$ cat src/rtl/dds_pkg.sv
package dds_pkg;
  // Width of the parallel sample bus
  localparam int unsigned SAMP_W = 8;
  // Mid-scale code of an offset-binary sample
  localparam logic [SAMP_W-1:0] SAMP_MID = SAMP_W'(1) << (SAMP_W - 1);
endpackage

$ cat src/rtl/dds_modadd.sv
// Adds two values in 0..M-1 and folds the result back into range.
// A single subtraction is tried; anything still out of range becomes zero.
module dds_modadd #(
  parameter int unsigned W = 16
) (
  input  logic [W-1:0] a_i,
  input  logic [W-1:0] b_i,
  input  logic [W-1:0] m_i,
  output logic [W-1:0] y_o
);
  logic [W:0] sum;
  logic [W:0] red;

  always_comb begin
    sum = {1'b0, a_i} + {1'b0, b_i};
    red = (sum >= {1'b0, m_i}) ? (sum - {1'b0, m_i}) : sum;
    if (m_i == '0) begin
      y_o = '0;
    end else if (red >= {1'b0, m_i}) begin
      y_o = '0;
    end else begin
      y_o = red[W-1:0];
    end
  end
endmodule

$ cat src/rtl/dds_phase_norm.sv
// Scales a phase in 0..M-1 to an AW-bit address: floor(phase * 2^AW / M).
// Restoring long division, one quotient bit per unrolled stage.
module dds_phase_norm #(
  parameter int unsigned W  = 16,
  parameter int unsigned AW = 8
) (
  input  logic [W-1:0]  phase_i,
  input  logic [W-1:0]  m_i,
  output logic [AW-1:0] addr_o
);
  logic [W-1:0]  rem [AW];
  logic [AW-1:0] quo;

  assign rem[0] = phase_i;

  for (genvar i = 0; i < AW; i++) begin : g_stage
    logic [W:0] dbl;
    assign dbl = {rem[i], 1'b0};
    assign quo[AW-1-i] = (dbl >= {1'b0, m_i});
    if (i < AW - 1) begin : g_next
      logic [W-1:0] diff;
      assign diff = dbl[W-1:0] - m_i;
      assign rem[i+1] = quo[AW-1-i] ? diff : dbl[W-1:0];
    end
  end

  assign addr_o = (m_i == '0) ? '0 : quo;
endmodule

$ cat src/rtl/dds_sine_shape.sv
// Piecewise-parabolic sine: each half-wave is x*(Q-x), scaled to the
// magnitude range, mirrored around mid-scale for the second half.
module dds_sine_shape
  import dds_pkg::*;
#(
  parameter int unsigned AW = 8
) (
  input  logic [AW-1:0]     addr_i,
  output logic [SAMP_W-1:0] samp_o
);
  localparam int unsigned QW   = AW - 1;
  localparam int unsigned PW   = 2 * QW + 1;
  localparam int          SH   = 2 * int'(AW) - int'(SAMP_W) - 3;
  localparam logic [PW-1:0] MAXMAG = PW'((1 << (SAMP_W - 1)) - 1);

  logic [QW-1:0]     x;
  logic [QW:0]       cx;
  logic [PW-1:0]     prod;
  logic [PW-1:0]     scaled;
  logic [SAMP_W-2:0] mag;

  assign x    = addr_i[QW-1:0];
  assign cx   = {1'b1, {QW{1'b0}}} - {1'b0, x};
  assign prod = PW'(x) * PW'(cx);

  if (SH >= 0) begin : g_rsh
    assign scaled = prod >> SH;
  end else begin : g_lsh
    assign scaled = prod << (-SH);
  end

  assign mag    = (scaled > MAXMAG) ? MAXMAG[SAMP_W-2:0] : scaled[SAMP_W-2:0];
  assign samp_o = addr_i[AW-1] ? {1'b0, ~mag} : {1'b1, mag};
endmodule

$ cat src/rtl/dds_modm_core.sv
// Modulo-M phase accumulator with post-accumulator phase offset.
module dds_modm_core
  import dds_pkg::*;
#(
  parameter int unsigned ACC_W  = 16,
  parameter int unsigned ADDR_W = 8
) (
  input  logic              clk_i,
  input  logic              rst_i,
  input  logic [ACC_W-1:0]  step_i,
  input  logic [ACC_W-1:0]  modulus_i,
  input  logic [ACC_W-1:0]  offset_i,
  output logic [SAMP_W-1:0] sample_o
);
  // captured configuration
  logic [ACC_W-1:0]  step_q;
  logic [ACC_W-1:0]  mod_q;
  logic [ACC_W-1:0]  off_q;
  // datapath state
  logic [ACC_W-1:0]  acc_q;
  logic [ADDR_W-1:0] addr_q;
  // combinational results
  logic [ACC_W-1:0]  acc_nxt;
  logic [ACC_W-1:0]  phase_w;
  logic [ADDR_W-1:0] addr_nxt;
  logic [SAMP_W-1:0] samp_nxt;

  dds_modadd #(.W(ACC_W)) u_acc_add (
    .a_i (acc_q),
    .b_i (step_q),
    .m_i (mod_q),
    .y_o (acc_nxt)
  );

  dds_modadd #(.W(ACC_W)) u_off_add (
    .a_i (acc_q),
    .b_i (off_q),
    .m_i (mod_q),
    .y_o (phase_w)
  );

  dds_phase_norm #(.W(ACC_W), .AW(ADDR_W)) u_norm (
    .phase_i (phase_w),
    .m_i     (mod_q),
    .addr_o  (addr_nxt)
  );

  dds_sine_shape #(.AW(ADDR_W)) u_shape (
    .addr_i (addr_q),
    .samp_o (samp_nxt)
  );

  always_ff @(posedge clk_i) begin
    if (rst_i) begin
      step_q   <= '0;
      mod_q    <= '0;
      off_q    <= '0;
      acc_q    <= '0;
      addr_q   <= '0;
      sample_o <= SAMP_MID;
    end else begin
      step_q   <= step_i;
      mod_q    <= modulus_i;
      off_q    <= offset_i;
      acc_q    <= acc_nxt;
      addr_q   <= addr_nxt;
      sample_o <= samp_nxt;
    end
  end
endmodule

$ cat config.mk
export PLATFORM = sky130hd
export DESIGN_NAME = dds_modm_core
export DESIGN_NICKNAME = d
export VERILOG_FILES = /design/src/rtl/dds_pkg.sv /design/src/rtl/dds_modadd.sv /design/src/rtl/dds_phase_norm.sv /design/src/rtl/dds_sine_shape.sv /design/src/rtl/dds_modm_core.sv
export SDC_FILE = /design/constraint.sdc
export NUM_CORES = 1
export LEC_CHECK = 0
export BUFFER_PORTS_ARGS = -buffer_cell sky130_fd_sc_hd__buf_4
export CAP_MARGIN = 20
export CORE_MARGIN = 2
export CORE_UTILIZATION = 25
export CTS_CLUSTER_DIAMETER = 50
export CTS_CLUSTER_SIZE = 24
export DETAILED_ROUTE_END_ITERATION = 8
export PLACE_DENSITY = 0.48
export SETUP_SLACK_MARGIN = 0.15
export SYNTH_ARGS = -nofsm -noshare
export SYNTH_HDL_FRONTEND = slang
export SYNTH_HIERARCHICAL = 1
export SYNTH_SLANG_ARGS = --single-unit
$ cat constraint.sdc
create_clock -name clk_i -period 31 [get_ports clk_i]
set_input_delay 1.55 -clock clk_i [delete_from_list [all_inputs] [get_ports clk_i]]
set_output_delay 1.55 -clock clk_i [all_outputs]
set_load 0.03 [all_outputs]
# Word level (Yosys, flattened, before mapping)
# Cells that the tools add are included.
classes:
  mux: 13
  bitwise_logic: 1
  magnitude_cmp: 13
  add_sub_neg: 12
  n_reduce_logical: 3
  multipliers: 1
ops:
  columns: ["op", "count"]
  rows:
  - ["$ge A17 B16 Y1", 12]
  - ["$mux W16", 9]
  - ["$sub A16 B16 Y16", 7]
  - ["$add A16 B16 Y17", 2]
  - ["$mux W17", 2]
  - ["$sub A17 B16 Y17", 2]
  - ["$logic_not A16 Y1", 1]
  - ["$mul A7 B8 Y15", 1]
  - ["$gt A10 B7 Y1 const B", 1]
  - ["$mux W8", 1]
  - ["$sub A8 B7 Y8 const A", 1]
  - ["$mux W7", 1]
  - ["$not A7 Y7", 1]
  - ["$reduce_or A3 Y1", 1]
  - ["$reduce_or A2 Y1", 1]
totals:
  inputBits: 50
  reg_bits: 80
  elab_cells: 49

# Logic depth before layout (Yosys ltp)
# Gate-level depths: netlist (run 1).
logic_depth:
  word_depth: 21
  depth_mapped: 120

# Hierarchy
# Netlist (run 1), hierarchy kept.
modules_own_cells:
  columns: ["mod", "n_inst", "area_per_inst_um2", "seq_area_each_um2", "cells_per_inst"]
  rows:
  - ["dds_phase_norm", 1, 6825.3, 0.0, 897]
  - ["dds_modadd (u_off_add)", 1, 2682.6, 0.0, 379]
  - ["dds_modadd (u_acc_add)", 1, 2429.8, 0.0, 321]
  - ["dds_modm_core", 1, 2142.1, 1601.5, 168]
  - ["dds_sine_shape", 1, 1928.1, 0.0, 224]

# Worst setup path after synthesis (run 1)
# No wires, ideal clock.
synth_timing:
  path_type: "reg-to-reg"
  start: "reg acc_q[0]"
  end: "reg addr_q[0]"
  t_arrival_ns: 23.263
  path_buffers: 8
  stages_incl_launch_ff: 114
  setup_slack_ns: 7.619
  synth_period_minus_slack_ns: 23.381
  setup_time_ns: 0.118
  required_ns: 30.882
  cell_sequence: "dfxtp_1 > ha_1 > inv_1 > fa_1 > nor2b_1 > o2111ai_1 > nand4b_1 > a31oi_1 > o311ai_0 > ha_1 > and4_1 > and3_1 > a221oi_1 > a21o_1 > nand2_1 > clkbuf_1 > nor3_1 > a21oi_1 > [78 not listed] > nand2_1 > o21ai_2 > buf_6 > mux2_1 > ha_1 > o21a_1 > o21a_1 > o21a_1 > o21a_1 > o21a_1 > o21a_1 > o21ai_0 > a21oi_1 > o311ai_0 > nand3b_1 > o41ai_1 > a31oi_1 > nor2b_1"
synth_via:
  elab_chain_cells: 21
synth_lines:
  columns: ["element", "line", "text"]
  rows:
  - ["start, declared", "dds_modm_core.sv:20", "logic [ACC_W-1:0] acc_q;"]
  - ["start signal, assigned", "dds_modm_core.sv:65", "acc_q <= acc_nxt;"]
  - ["$add A16 B16 Y17 *", "dds_modadd.sv:15", "sum = {1'b0, a_i} + {1'b0, b_i};"]
  - ["$sub A17 B16 Y17 or $ge A17 B16 Y1 (tied branches)", "dds_modadd.sv:16", "red = (sum >= {1'b0, m_i}) ? (sum - {1'b0, m_i}) : sum;"]
  - ["$mux W17 *", "dds_modadd.sv:16", null]
  - ["$ge A17 B16 Y1", "dds_modadd.sv:19", "end else if (red >= {1'b0, m_i}) begin"]
  - ["$mux W16 *", "dds_modadd.sv:19", null]
  - ["$mux W16 *", "dds_modadd.sv:17", "if (m_i == '0) begin"]
  - ["net phase_w[0]", "dds_modm_core.sv:24", "logic [ACC_W-1:0] phase_w;"]
  - ["$sub A16 B16 Y16 or $ge A17 B16 Y1 (tied branches)", "dds_phase_norm.sv:22, dds_phase_norm.sv:19", null]
  - ["[6 not listed]", null, null]
  - ["$mux W16 *", "dds_phase_norm.sv:23", "assign rem[i+1] = quo[AW-1-i] ? diff : dbl[W-1:0];"]
  - ["$sub A16 B16 Y16 or $ge A17 B16 Y1 (tied branches)", "dds_phase_norm.sv:22, dds_phase_norm.sv:19", null]
  - ["$mux W16 *", "dds_phase_norm.sv:23", null]
  - ["$sub A16 B16 Y16 or $ge A17 B16 Y1 (tied branches)", "dds_phase_norm.sv:22, dds_phase_norm.sv:19", null]
  - ["$mux W16 *", "dds_phase_norm.sv:23", null]
  - ["$sub A16 B16 Y16 or $ge A17 B16 Y1 (tied branches)", "dds_phase_norm.sv:22, dds_phase_norm.sv:19", null]
  - ["$mux W16 *", "dds_phase_norm.sv:23", null]
  - ["$ge A17 B16 Y1 *", "dds_phase_norm.sv:19", "assign quo[AW-1-i] = (dbl >= {1'b0, m_i});"]
  - ["end signal, assigned", "dds_modm_core.sv:66", "addr_q <= addr_nxt;"]
  - ["end, declared", "dds_modm_core.sv:21", "logic [ADDR_W-1:0] addr_q;"]
# Mark *: on every way through the listed nets, which the timed path passes. The rest lies on a longest branch.
# A chain may end at the register's enable or synchronous reset.

# Worst setup path after layout (run 1)
# Ends and elaborated chain as after synthesis.

==> results by stage, run 1 <==
Route:
- After detailed routing, the number of vias per cell comes to 5.255.
- The routed design uses 2.746 mm of met3 wire.
- The routed length per instance is 18.72 um.
- After detailed routing, no signal wire sits above met4.
- The final route contains 15,093 vias.
- The first-iteration detailed-routing DRC count is 1,123.
- The final routed DRC violation total is 0.
- The met1 routed wirelength after detailed routing is 25.11 mm.
- The detailed-router iteration count before antenna repair is 5.
- Once detail routing completed, the nets flagged for antenna violations numbered 0.
- The final layout contains routed wiring with a total length of 53.76 mm.
- Wire segments on met2 add up to 24.32 mm in the final route.

Critical path:
- STA classifies the critical path endpoint as a flip-flop.
- The worst setup path is launched from a flip-flop.
- The critical-path maximum fanout is 22.
- The worst endpoint required time is 31.22 ns.
- Counting stages on the worst path, the most repeated cell is sky130_fd_sc_hd__o21ai_0.
- The largest single stage delay on the critical path is 0.81 ns.
- The setup slack of the worst register-to-register path is 2.72 ns.
- The worst-case reg-to-reg path depth is 105.
- The critical path is of the reg -> reg type.
- The endpoint identified for the worst register-to-register timing path is addr_q[0]$_SDFF_PP0_.
- In this run the critical register-to-register path is launched from acc_q[0]$_SDFF_PP0_.
- The cell with the largest stage delay on the worst path is sky130_fd_sc_hd__a221oi_4.
- The data arrival time at the worst-slack endpoint is 28.50 ns.

STA:
- The final count of negative-setup-slack endpoints is 0.
- After layout, the worst path uses 91.22% of the clock period.
- Across the routed clock network, the largest skew measured is 0.01021 ns.
- The transition at the pin with the smallest max-transition slack is 1.034 ns.
- The max-slew headroom at the worst pin is 31.09%.
- The final number of hold-violating endpoints is 0.
- Based on the critical path, the design can be clocked at up to 0.03536 GHz.
- The post-layout minimum cycle time is 28.28 ns.
- The count of pins over their slew limit is 0.
- For the final routed database, the setup TNS stands at 0 ns.
- Setup repair after global routing left no endpoint under its margin.

Logic synthesis:
- The compound-gate portion of the synthesized area is 25.09%.
- Counting every instance in the synthesized netlist gives 1,989.
- The total standard cell area after synthesis is 16,010 um2.
- The adder and majority cell fraction of the synthesized area is 24.14%.
- The fraction of synthesis flops using an asynchronous set or reset pin is 0%.
- Synthesis inferred 80 register bits.
- The proportion of netlist area held by the largest area contributor is 20.01%.
- The mean instance size in the synthesized netlist is 8.048 um2.
- After Yosys synthesis, and, or, nand and nor cells account for 20.79% of the synthesized area.
- Yosys mapped a number of flops with a built-in enable equal to 0.
- The Yosys step of the flow raised 6 warnings.
- The fraction of the yosys area taken by sequential cells is 10.00%.
- Of the post-synthesis cell area, the part taken by muxes is 7.347%.
- After synthesis, the cell types taking the most area are sky130_fd_sc_hd__ha_1, sky130_fd_sc_hd__dfxtp_1, sky130_fd_sc_hd__nor2b_1.
- The post-synthesis xor/xnor area fraction is 7.761%.
- The main combinational cell family by area after synthesis is compound AO/OA/AOI/OAI gates.
- The most used flip-flop cell after synthesis is sky130_fd_sc_hd__dfxtp_1.
- The most frequently used cell type in the post-synthesis netlist is sky130_fd_sc_hd__ha_1.
- By count the netlist is led by sky130_fd_sc_hd__ha_1, sky130_fd_sc_hd__inv_1, sky130_fd_sc_hd__a21oi_1, sky130_fd_sc_hd__nor2b_1, sky130_fd_sc_hd__nor2_1.
- The number of library cell types mapped by synthesis is 110.
- The post-synthesis cell type with the largest combined area is sky130_fd_sc_hd__ha_1.

Final layout:
- Once layout is complete, the utilization of the core stands at 27.90%.
- Summing all multi-input logic gate instances after layout gives 13,650 um2.
- The share of post-route cells with drive strength above 1 is 10.02%.
- The filler-free cell count of the finished design is 2,872.
- The sequential cells in the finished layout cover a total of 1602 um2.
- Summing all non-filler instances in the final layout gives an area of 17,630 um2.
- 0 antenna diodes ended up in the layout.
- From synthesis to final layout, the design area changed by 10.14%.
- Counting the fill cells in the layout gives 6,827.
- At the end of the flow, the number of nets in the layout was 2,361.

Place:
- The routability congestion estimate is 0.9214.
- The sum of net half-perimeters after detailed placement is 42.74 mm.
- The placed instance area is 17,320 um2.
- The number of cells in the design after placement is 2,857.
- The count of buffers from port buffering is 57.

Clock tree:
- The clock tree from TritonCTS is done.
- The number of gates resized after CTS was 0.
- The number of buffers inserted for hold repair after clock tree synthesis is 0.
- The tree is rooted in a sky130_fd_sc_hd__clkbuf_16.
- The clock slew at the register clock pins of the worst setup and hold paths is 0.07 ns.
- The number of clock sinks seen by CTS is 80.
- CTS built an H-tree with a depth of 3.
- The longest clock path from root to sink contains 2 buffers.
- The insertion delay to the later sink of the worst-skew pair is 0.37 ns.
- The total setup buffers inserted after CTS is 0.
- The number of buffers created by CTS is 9.

Hold path:
- The launch instance of the worst min-delay path is addr_q[7]$_SDFF_PP0_.
- The worst hold path terminates at sample_o[7]$_SDFF_PP1_.
- The hold path depth is 2.
- The min-delay analysis places its worst path in the category reg -> reg.

Floorplanning:
- The overall die width is 257.0 um.
- The height of the die is 257.0 um.
- The starting utilization of the core area is 25.33%.
- The floorplan step defined a die boundary enclosing 66,070 um2.
- For this design the top-level I/O count stands at 58.
- The number of placement rows is 92.
- The area of the core is 63,200 um2.

GRT:
- The total congestion overflow is 0.
- The via count of the first global-routing pass is 14,756.
- Global routing used 15.86% of the available tracks across all layers.
- The pin count of the biggest net entering global routing is 81.
- The initial antenna violation count is 0.
- The wire length of the first global-routing pass is 83.25 mm.

Run status:
- The flow ran to the end, and the final reports show no timing, DRC or antenna violations.

Flow run:
- Max-cap violations in this run came to 0.
[cell families after synthesis]
group / count (synthesis)
AOI/OAI and AO/OA: 566
xor gates and xnor gates: 141
adders and majority gates: 289
buffers and inverters: 189
DFF: 80
muxes: 103
other: 2
and+or+nand+nor: 619
[state kept, by name (all words and copies together), names as in the netlist]
register	cells
sample_o	8
addr_q	8
off_q	16
acc_q	16
mod_q	16
step_q	16
[per-layer routing]
layer | vias up | GRT usage (%)
li1 | 7398 | -
met1 | 7170 | 21.19
met2 | 441 | 26.22
met3 | 84 | 2.059
met4 | 0 | 5.249
met5 | - | 0
[area by class of cell]
type	instances	share of cell area (%)
Multi-Input combinational cell	1725	77.44
Sequential cell	80	9.084
Tap cell	846	6.004
Inverter	144	3.066
Timing Repair Buffer	62	2.640
Clock buffer	10	1.299
Clock inverter	5	0.4684
[critical path, delay by kind of cell (launching register included)]
family | cells | cell delay, ns
buffers and inverters | 3 | 0.26
muxes | 6 | 2.44
DFF | 1 | 0.35
AOI/OAI and AO/OA | 65 | 16.14
and+or+nand+nor | 19 | 4.91
adders and majority gates | 12 | 4.06
[worst max path at each step]
| stage | startpoint | endpoint | slack [ns] | cells after the start |
|---|---|---|---|---|
| after detailed placement | acc_q[0]$_SDFF_PP0_ | addr_q[0]$_SDFF_PP0_ | 3.37 | 104 |
| after global routing | acc_q[0]$_SDFF_PP0_ | addr_q[0]$_SDFF_PP0_ | 0.37 | 106 |
| after floorplan | acc_q[0]$_SDFF_PP0_ | addr_q[0]$_SDFF_PP0_ | 7.62 | 113 |
| after CTS | acc_q[0]$_SDFF_PP0_ | addr_q[0]$_SDFF_PP0_ | 3.19 | 105 |
| after global placement | acc_q[0]$_SDFF_PP0_ | addr_q[0]$_SDFF_PP0_ | 4.01 | 103 |
| final | acc_q[0]$_SDFF_PP0_ | addr_q[0]$_SDFF_PP0_ | 2.72 | 105 |
[per-stage QoR]
| step | hold WS (ns) | setup slack [ns] |
|---|---|---|
| after floorplan | 0.6743 | 7.619 |
| after global placement | 0.6470 | 4.011 |
| after detailed placement | 0.6579 | 3.370 |
| after CTS | 0.6719 | 3.195 |
| after global routing | 0.7249 | 0.3725 |
| final | 0.6667 | 2.720 |
[cell usage in the layout (no fill, tap or decap), drive strengths merged, types with 9 or more instances in the layout]
cell,count
nand3,41
a21oi,139
and3,22
or2,13
and2,19
nand2,110
o21a,45
inv,144
a31oi,20
xor2,57
o2111ai,10
nand4,31
or3,10
fa,33
and4,9
nor4,22
dfxtp,80
clkbuf,10
ha,256
o211ai,22
o31a,12
a21o,63
o21ai,94
a211o,11
nor2b,124
a211oi,15
nand2b,29
nor3,48
a21boi,10
mux2i,17
buf,62
o21bai,23
nor2,113
xnor2,84
mux2,86
Power of run 1 is not shown: default switching activity piles up to over one toggle a cycle in this logic, so the estimate is an artifact.
==> run 2, diff against run 1 <==
Settings changed: RECOVER_POWER set to 25.
==> results by stage, run 2 (synthesized netlist as in run 1, its figures left out) <==
Run status:
- The flow ran to the end, but the final reports show violations.
- The final reports fail on max-capacitance violations, max-slew violations.

Floorplanning:
- The full die area came to 66,070 um2 (unchanged).
- The number of placement rows is 92 (unchanged).
- The height of the die is 257.0 um (unchanged).
- The starting utilization of the core area is 25.33% (unchanged).
- The overall die width is 257.0 um (unchanged).
- The area of the core is 63,200 um2 (unchanged).
- The I/O pin total was 58 (unchanged).

STA:
- The setup TNS came to 0 ns (unchanged).
- Setup repair after global routing left no endpoint under its margin.
- The final count of negative-setup-slack endpoints is 0 (unchanged).
- The worst clock skew is 0.01021 ns (unchanged).
- The final number of hold-violating endpoints is 0 (unchanged).
- The maximum operating frequency is 0.03520 GHz (-0.46%).
- The post-layout minimum cycle time is 28.41 ns (+0.1309 ns).
- The share of the clock period used by the worst path after layout is 91.65% (+0.42 points).
- The count of pins over their slew limit is 81 (+81).
- The max-slew headroom at the worst pin is -156.0% (-190 points).
- The worst hold slack across all endpoints came to 0.6667 ns (unchanged).
- The transition at the pin with the smallest max-transition slack is 3.841 ns (+2.807 ns).

Final layout:
- The area growth from synthesis to final layout was 10.11% (about the same).
- The core occupancy in the finished layout came to 27.89% (about the same).
- The top cell types in the final layout, fill and taps aside, are sky130_fd_sc_hd__ha_1, sky130_fd_sc_hd__inv_1, sky130_fd_sc_hd__a21oi_1.
- The post-layout net count came to 2,361 (unchanged).
- The most common cell after layout, fill and taps aside is sky130_fd_sc_hd__ha_1.
- The share of post-route cells with drive strength above 1 came to 9.970% (-0.049 points).
- The count of inserted antenna diode cells is 0 (unchanged).

Route:
- The detailed-route via count was 15,082 (-0.073%).
- The final routed DRC violation total is 0 (unchanged).
- The number of routed nets with antenna violations is 0 (unchanged).
- The routed length per instance is 18.72 um (about the same).
- The total routed wirelength was 53.76 mm (about the same).
- The detailed-router iteration count before antenna repair was 5 (unchanged).
- The via count normalized by instance count came to 5.251 (about the same).
- The first-iteration detailed-routing DRC count was 1,123 (unchanged).

Critical path:
- The cell repeated most along the worst path is sky130_fd_sc_hd__o21ai_0.
- The critical-path maximum fanout is 22 (unchanged).
- The worst endpoint required time is 31.11 ns (-0.11 ns).
- The data arrival time at the worst-slack endpoint came to 28.52 ns (+0.02 ns).
- STA classifies the critical path endpoint as a flip-flop.
- On the critical path, the stage with the largest delay is an instance of sky130_fd_sc_hd__a221oi_4.
- The worst setup path category is reg -> reg.
- STA classifies the critical path startpoint as a flip-flop.
- The critical path's largest stage delay is 0.81 ns (about the same).

Clock tree:
- The number of buffers created by CTS is 9 (unchanged).
- In this run the clock root is driven by a sky130_fd_sc_hd__clkbuf_16.
- The post-cts gate resize count was 0 (unchanged).
- The insertion delay to the later sink of the worst-skew pair is 0.37 ns (about the same).
- The clock slew at the register clock pins of the worst setup and hold paths is 0.07 ns (about the same).
- The H-tree depth is 3 (unchanged).
- The deepest clock path buffer count is 2 (unchanged).
- The clock tree from TritonCTS is done.
- The total setup buffers inserted after CTS is 0 (unchanged).
- The number of buffers inserted for hold repair after clock tree synthesis is 0 (unchanged).
- The number of clock sinks seen by CTS came to 80 (unchanged).

Place:
- The routability congestion estimate is 0.9214 (unchanged).
- The sum of net half-perimeters after detailed placement was 42.74 mm (unchanged).
- The count of buffers from port buffering was 57 (unchanged).

Flow run:
- The number of max-capacitance violations reported is 1 (+1).

GRT:
- The via count of the first global-routing pass is 14,756 (unchanged).
- The total congestion overflow is 0 (unchanged).
- The initial antenna violation count is 0 (unchanged).
- The pin count of the biggest net entering global routing is 81 (unchanged).
- The wire length of the first global-routing pass is 83.25 mm (unchanged).
- The all-layer global routing usage came to 15.86% (unchanged).

Hold path:
- The tightest min-delay check is of the reg -> reg type.
-- run 2: final timing paths --
check                            start                      to  slack, ns  cells past startpoint
setup / recovery   acc_q[0]$_SDFF_PP0_    addr_q[0]$_SDFF_PP0_       2.59                    105
hold / removal    addr_q[7]$_SDFF_PP0_  sample_o[7]$_SDFF_PP1_       0.67                      2
setup reg to reg   acc_q[0]$_SDFF_PP0_    addr_q[0]$_SDFF_PP0_       2.59                    105
hold reg to reg   addr_q[7]$_SDFF_PP0_  sample_o[7]$_SDFF_PP1_       0.67                      2
-- run 2: critical path: cells and delay by family (launching register included) --
| kind | cells | cell delay (ns) |
|---|---|---|
| AO/OA/AOI/OAI | 65 | 16.14 |
| adder cells (fa/ha/maj) | 12 | 4.06 |
| buffers and inverters | 3 | 0.26 |
| flip-flops | 1 | 0.35 |
| multiplexers | 6 | 2.44 |
| AND/OR/NAND/NOR | 19 | 4.92 |
-- run 2: layout make-up --
type,instances,area [um2]
clock buffers,10,229.0
inverters,144,540.5
repair buffers,62,461.7
well taps,846,1059
clock inverters,5,82.58
flip-flops and latches,80,1602
fillers,6827,45570
multi-input cells,1725,13650
-- run 2: metal layers --
metal  GRT usage [%]  up-vias  wire length [um]
li1                -     7398                 -
met1           21.19     7159             25110
met2           26.22      441             24320
met3           2.059       84              2748
met4           5.249        0              1586
met5               0        -                 0
-- run 2: stage by stage --
step | instance area (um2) | setup slack, ns | std cells
5_1_grt | 17630 | 0.2276 | 2872
6_report | 17630 | 2.590 | 2872
3_3_place_gp | 17320 | 4.011 | 2857
2_1_floorplan | 16030 | 7.619 | 1994
3_5_place_dp | 17320 | 3.370 | 2857
4_1_cts | 17630 | 3.195 | 2872
Power of run 2 is left out for the same reason.
==> run 3, diff against run 2 <==
Settings changed: BUFFER_PORTS_ARGS -buffer_cell sky130_fd_sc_hd__buf_4 to -buffer_cell sky130_fd_sc_hd__buf_2, SLEW_MARGIN set to 20.
==> results by stage, run 3 (synthesized netlist as in run 1, its figures left out) <==
Route:
- The total routed wirelength is 52.91 mm (-1.6%).
- The final routed DRC violation total is 0 (unchanged).
- The first-iteration detailed-routing DRC count is 1,055 (-6.1%).
- The detailed-router iteration count before antenna repair is 5 (unchanged).
- The via count normalized by instance count is 5.278 (+0.50%).
- The number of routed nets with antenna violations came to 0 (unchanged).
- The detailed-route via count came to 15,163 (+0.54%).
- The routed length per instance came to 18.41 um (-1.6%).

Critical path:
- The endpoint identified for the worst register-to-register timing path is addr_q[0]$_SDFF_PP0_.
- The number of buffers and inverters on the critical path is 3 (unchanged).
- The gate family responsible for the most delay along the worst path is compound AO/OA/AOI/OAI gates.
- The setup slack of the worst register-to-register path is 2.44 ns (-0.15 ns).
- The critical path's largest stage delay came to 0.86 ns (+0.05 ns).
- The worst-case reg-to-reg path depth is 103 (-1.9%).
- The critical-path maximum fanout came to 22 (unchanged).
- The number of cells on the critical path is 103 (-1.9%).
- The worst setup path is launched from a flip-flop.
- The worst endpoint required time is 31.09 ns (-0.02 ns).
- In this run the critical register-to-register path is launched from acc_q[0]$_SDFF_PP0_.
- In this run the worst setup path begins at acc_q[0]$_SDFF_PP0_.
- The data arrival time at the worst-slack endpoint is 28.65 ns (+0.13 ns).
- For this design, the slowest cell found on the critical path is sky130_fd_sc_hd__o311ai_0.
- The category of the worst setup path capture point is a flip-flop.
- The worst setup path category is reg -> reg.

Final layout:
- The filler-free cell count of the finished design is 2,873 (+0.035%).
- The area taken by multi-input logic gates came to 13,650 um2 (unchanged).
- The sequential standard cell area is 1602 um2 (unchanged).
- In the layout the commonest cells are sky130_fd_sc_hd__ha_1, sky130_fd_sc_hd__inv_1, sky130_fd_sc_hd__a21oi_1.
- The share of post-route cells with drive strength above 1 is 10.02% (+0.049 points).
- The post-layout net count is 2,362 (+0.042%).
- The area growth from synthesis to final layout is 9.411%.
- The number of inserted filler cells in the final layout is 6,857 (+0.44%).
- The most common cell after layout, fill and taps aside is sky130_fd_sc_hd__ha_1.
- The core occupancy in the finished layout is 27.71% (-0.18 points).

Clock tree:
- The number of buffers created by CTS is 9 (unchanged).
- The post-cts gate resize count is 0 (unchanged).
- The total setup buffers inserted after CTS is 0 (unchanged).
- The clock slew at the register clock pins of the worst setup and hold paths is 0.09 ns (+0.02 ns).
- The number of buffers inserted for hold repair after clock tree synthesis is 0 (unchanged).
- The clock tree from TritonCTS is done.
- The deepest clock path buffer count was 2 (unchanged).
- The number of clock sinks seen by CTS is 80 (unchanged).
- The clock root buffer master is sky130_fd_sc_hd__clkbuf_16.
- The H-tree depth is 3 (unchanged).
- The insertion delay to the later sink of the worst-skew pair was 0.38 ns (about the same).

Floorplanning:
- The area of the core is 63,200 um2 (unchanged).
- The I/O pin total is 58 (unchanged).
- The height of the die was 257.0 um (unchanged).
- The number of placement rows is 92 (unchanged).
- The full die area came to 66,070 um2 (unchanged).
- The overall die width was 257.0 um (unchanged).
- The starting utilization of the core area is 25.33% (unchanged).

Hold path:
- The hold path depth came to 2 (unchanged).
- The endpoint of the worst hold-timing path is sample_o[7]$_SDFF_PP1_.
- The class of the tightest hold or removal check is reg -> reg.
- The launch instance of the worst min-delay path is addr_q[7]$_SDFF_PP0_.

Place:
- The count of buffers from port buffering is 57 (unchanged).
- The sum of net half-perimeters after detailed placement came to 42.48 mm (-0.61%).
- The routability congestion estimate is 0.8954 (-2.8%).
- The number of cells in the design after placement is 2,858 (+0.035%).

GRT:
- The all-layer global routing usage came to 15.55% (-0.31 points).
- The via count of the first global-routing pass was 14,545 (-1.4%).
- The initial antenna violation count is 0 (unchanged).
- The wire length of the first global-routing pass is 81.31 mm (-2.3%).
- The pin count of the biggest net entering global routing is 81 (unchanged).
- The total congestion overflow came to 0 (unchanged).

Run status:
- The flow ran to the end, but the final reports show violations.
- The checks that failed: max-capacitance violations, max-slew violations.

STA:
- Setup repair after global routing left no endpoint under its margin.
- The transition at the pin with the smallest max-transition slack is 3.764 ns (-0.07689 ns).
- The setup TNS is 0 ns (unchanged).
- The worst clock skew is 0.03116 ns (+0.02096 ns).
- The max-slew headroom at the worst pin is -150.9% (+5.1 points).
- The count of pins over their slew limit is 81 (unchanged).
- The maximum operating frequency is 0.03502 GHz (-0.52%).
- The final count of negative-setup-slack endpoints was 0 (unchanged).
- The post-layout minimum cycle time is 28.56 ns (+0.1475 ns).
- The final number of hold-violating endpoints came to 0 (unchanged).
- The share of the clock period used by the worst path after layout is 92.12% (+0.48 points).

Flow run:
- The number of max-capacitance violations reported was 1 (unchanged).
[run 3: cell count changes in the layout (fill, tap and decap cells not counted)]
cell	previous run	this run
sky130_fd_sc_hd__clkinvlp_4	0	1
sky130_fd_sc_hd__clkbuf_1	2	1
sky130_fd_sc_hd__clkinv_4	2	0
sky130_fd_sc_hd__buf_2	0	57
sky130_fd_sc_hd__bufinv_16	2	3
sky130_fd_sc_hd__buf_4	61	5
sky130_fd_sc_hd__clkinv_2	1	0
sky130_fd_sc_hd__diode_2	0	1
sky130_fd_sc_hd__inv_6	0	1
[run 3: worst register-to-register path, delay by kind of cell (launching register included)]
kind                       cells  cell delay, ns
buffers and inverters          3            0.26
and+or+nand+nor               20            5.48
DFF                            1            0.35
adders and majority gates     12            4.05
AOI/OAI and AO/OA             62           15.65
muxes                          6            2.47
[run 3: cell type report]
type / count / share of cell area, %
antenna: 1 / 0.01429
clock buffer: 9 / 1.286
clock inverter: 5 / 0.6072
inverter: 144 / 3.086
multi-input combinational: 1725 / 77.95
sequential: 80 / 9.144
tap: 846 / 6.044
timing repair buffer: 63 / 1.865
[run 3: how the worst max path moves through the flow]
stage	end	slack (ns)
final	addr_q[0]$_SDFF_PP0_	2.44
after global routing	addr_q[0]$_SDFF_PP0_	0.47
after CTS	addr_q[0]$_SDFF_PP0_	3.06
after detailed placement	addr_q[0]$_SDFF_PP0_	3.27
after global placement	addr_q[0]$_SDFF_PP0_	3.89
after floorplan	addr_q[0]$_SDFF_PP0_	7.62
[run 3: layer usage]
metal | track usage [%] | wire, um | up-vias
met1 | 21.08 | 24850 | 7206
li1 | - | - | 7407
met5 | 0 | 0 | -
met3 | 1.881 | 2490 | 101
met2 | 25.25 | 23750 | 449
met4 | 5.588 | 1816 | 0
[run 3: through the flow]
step	hold WS [ns]	setup WS, ns	instance area [um2]
finish	0.6538	2.442	17510
global route	0.7026	0.4707	17510
CTS	0.6826	3.058	17520
detailed placement	0.6685	3.265	17180
global placement	0.6533	3.890	17180
floorplan	0.6743	7.619	16030
Power of run 3 is left out for the same reason.
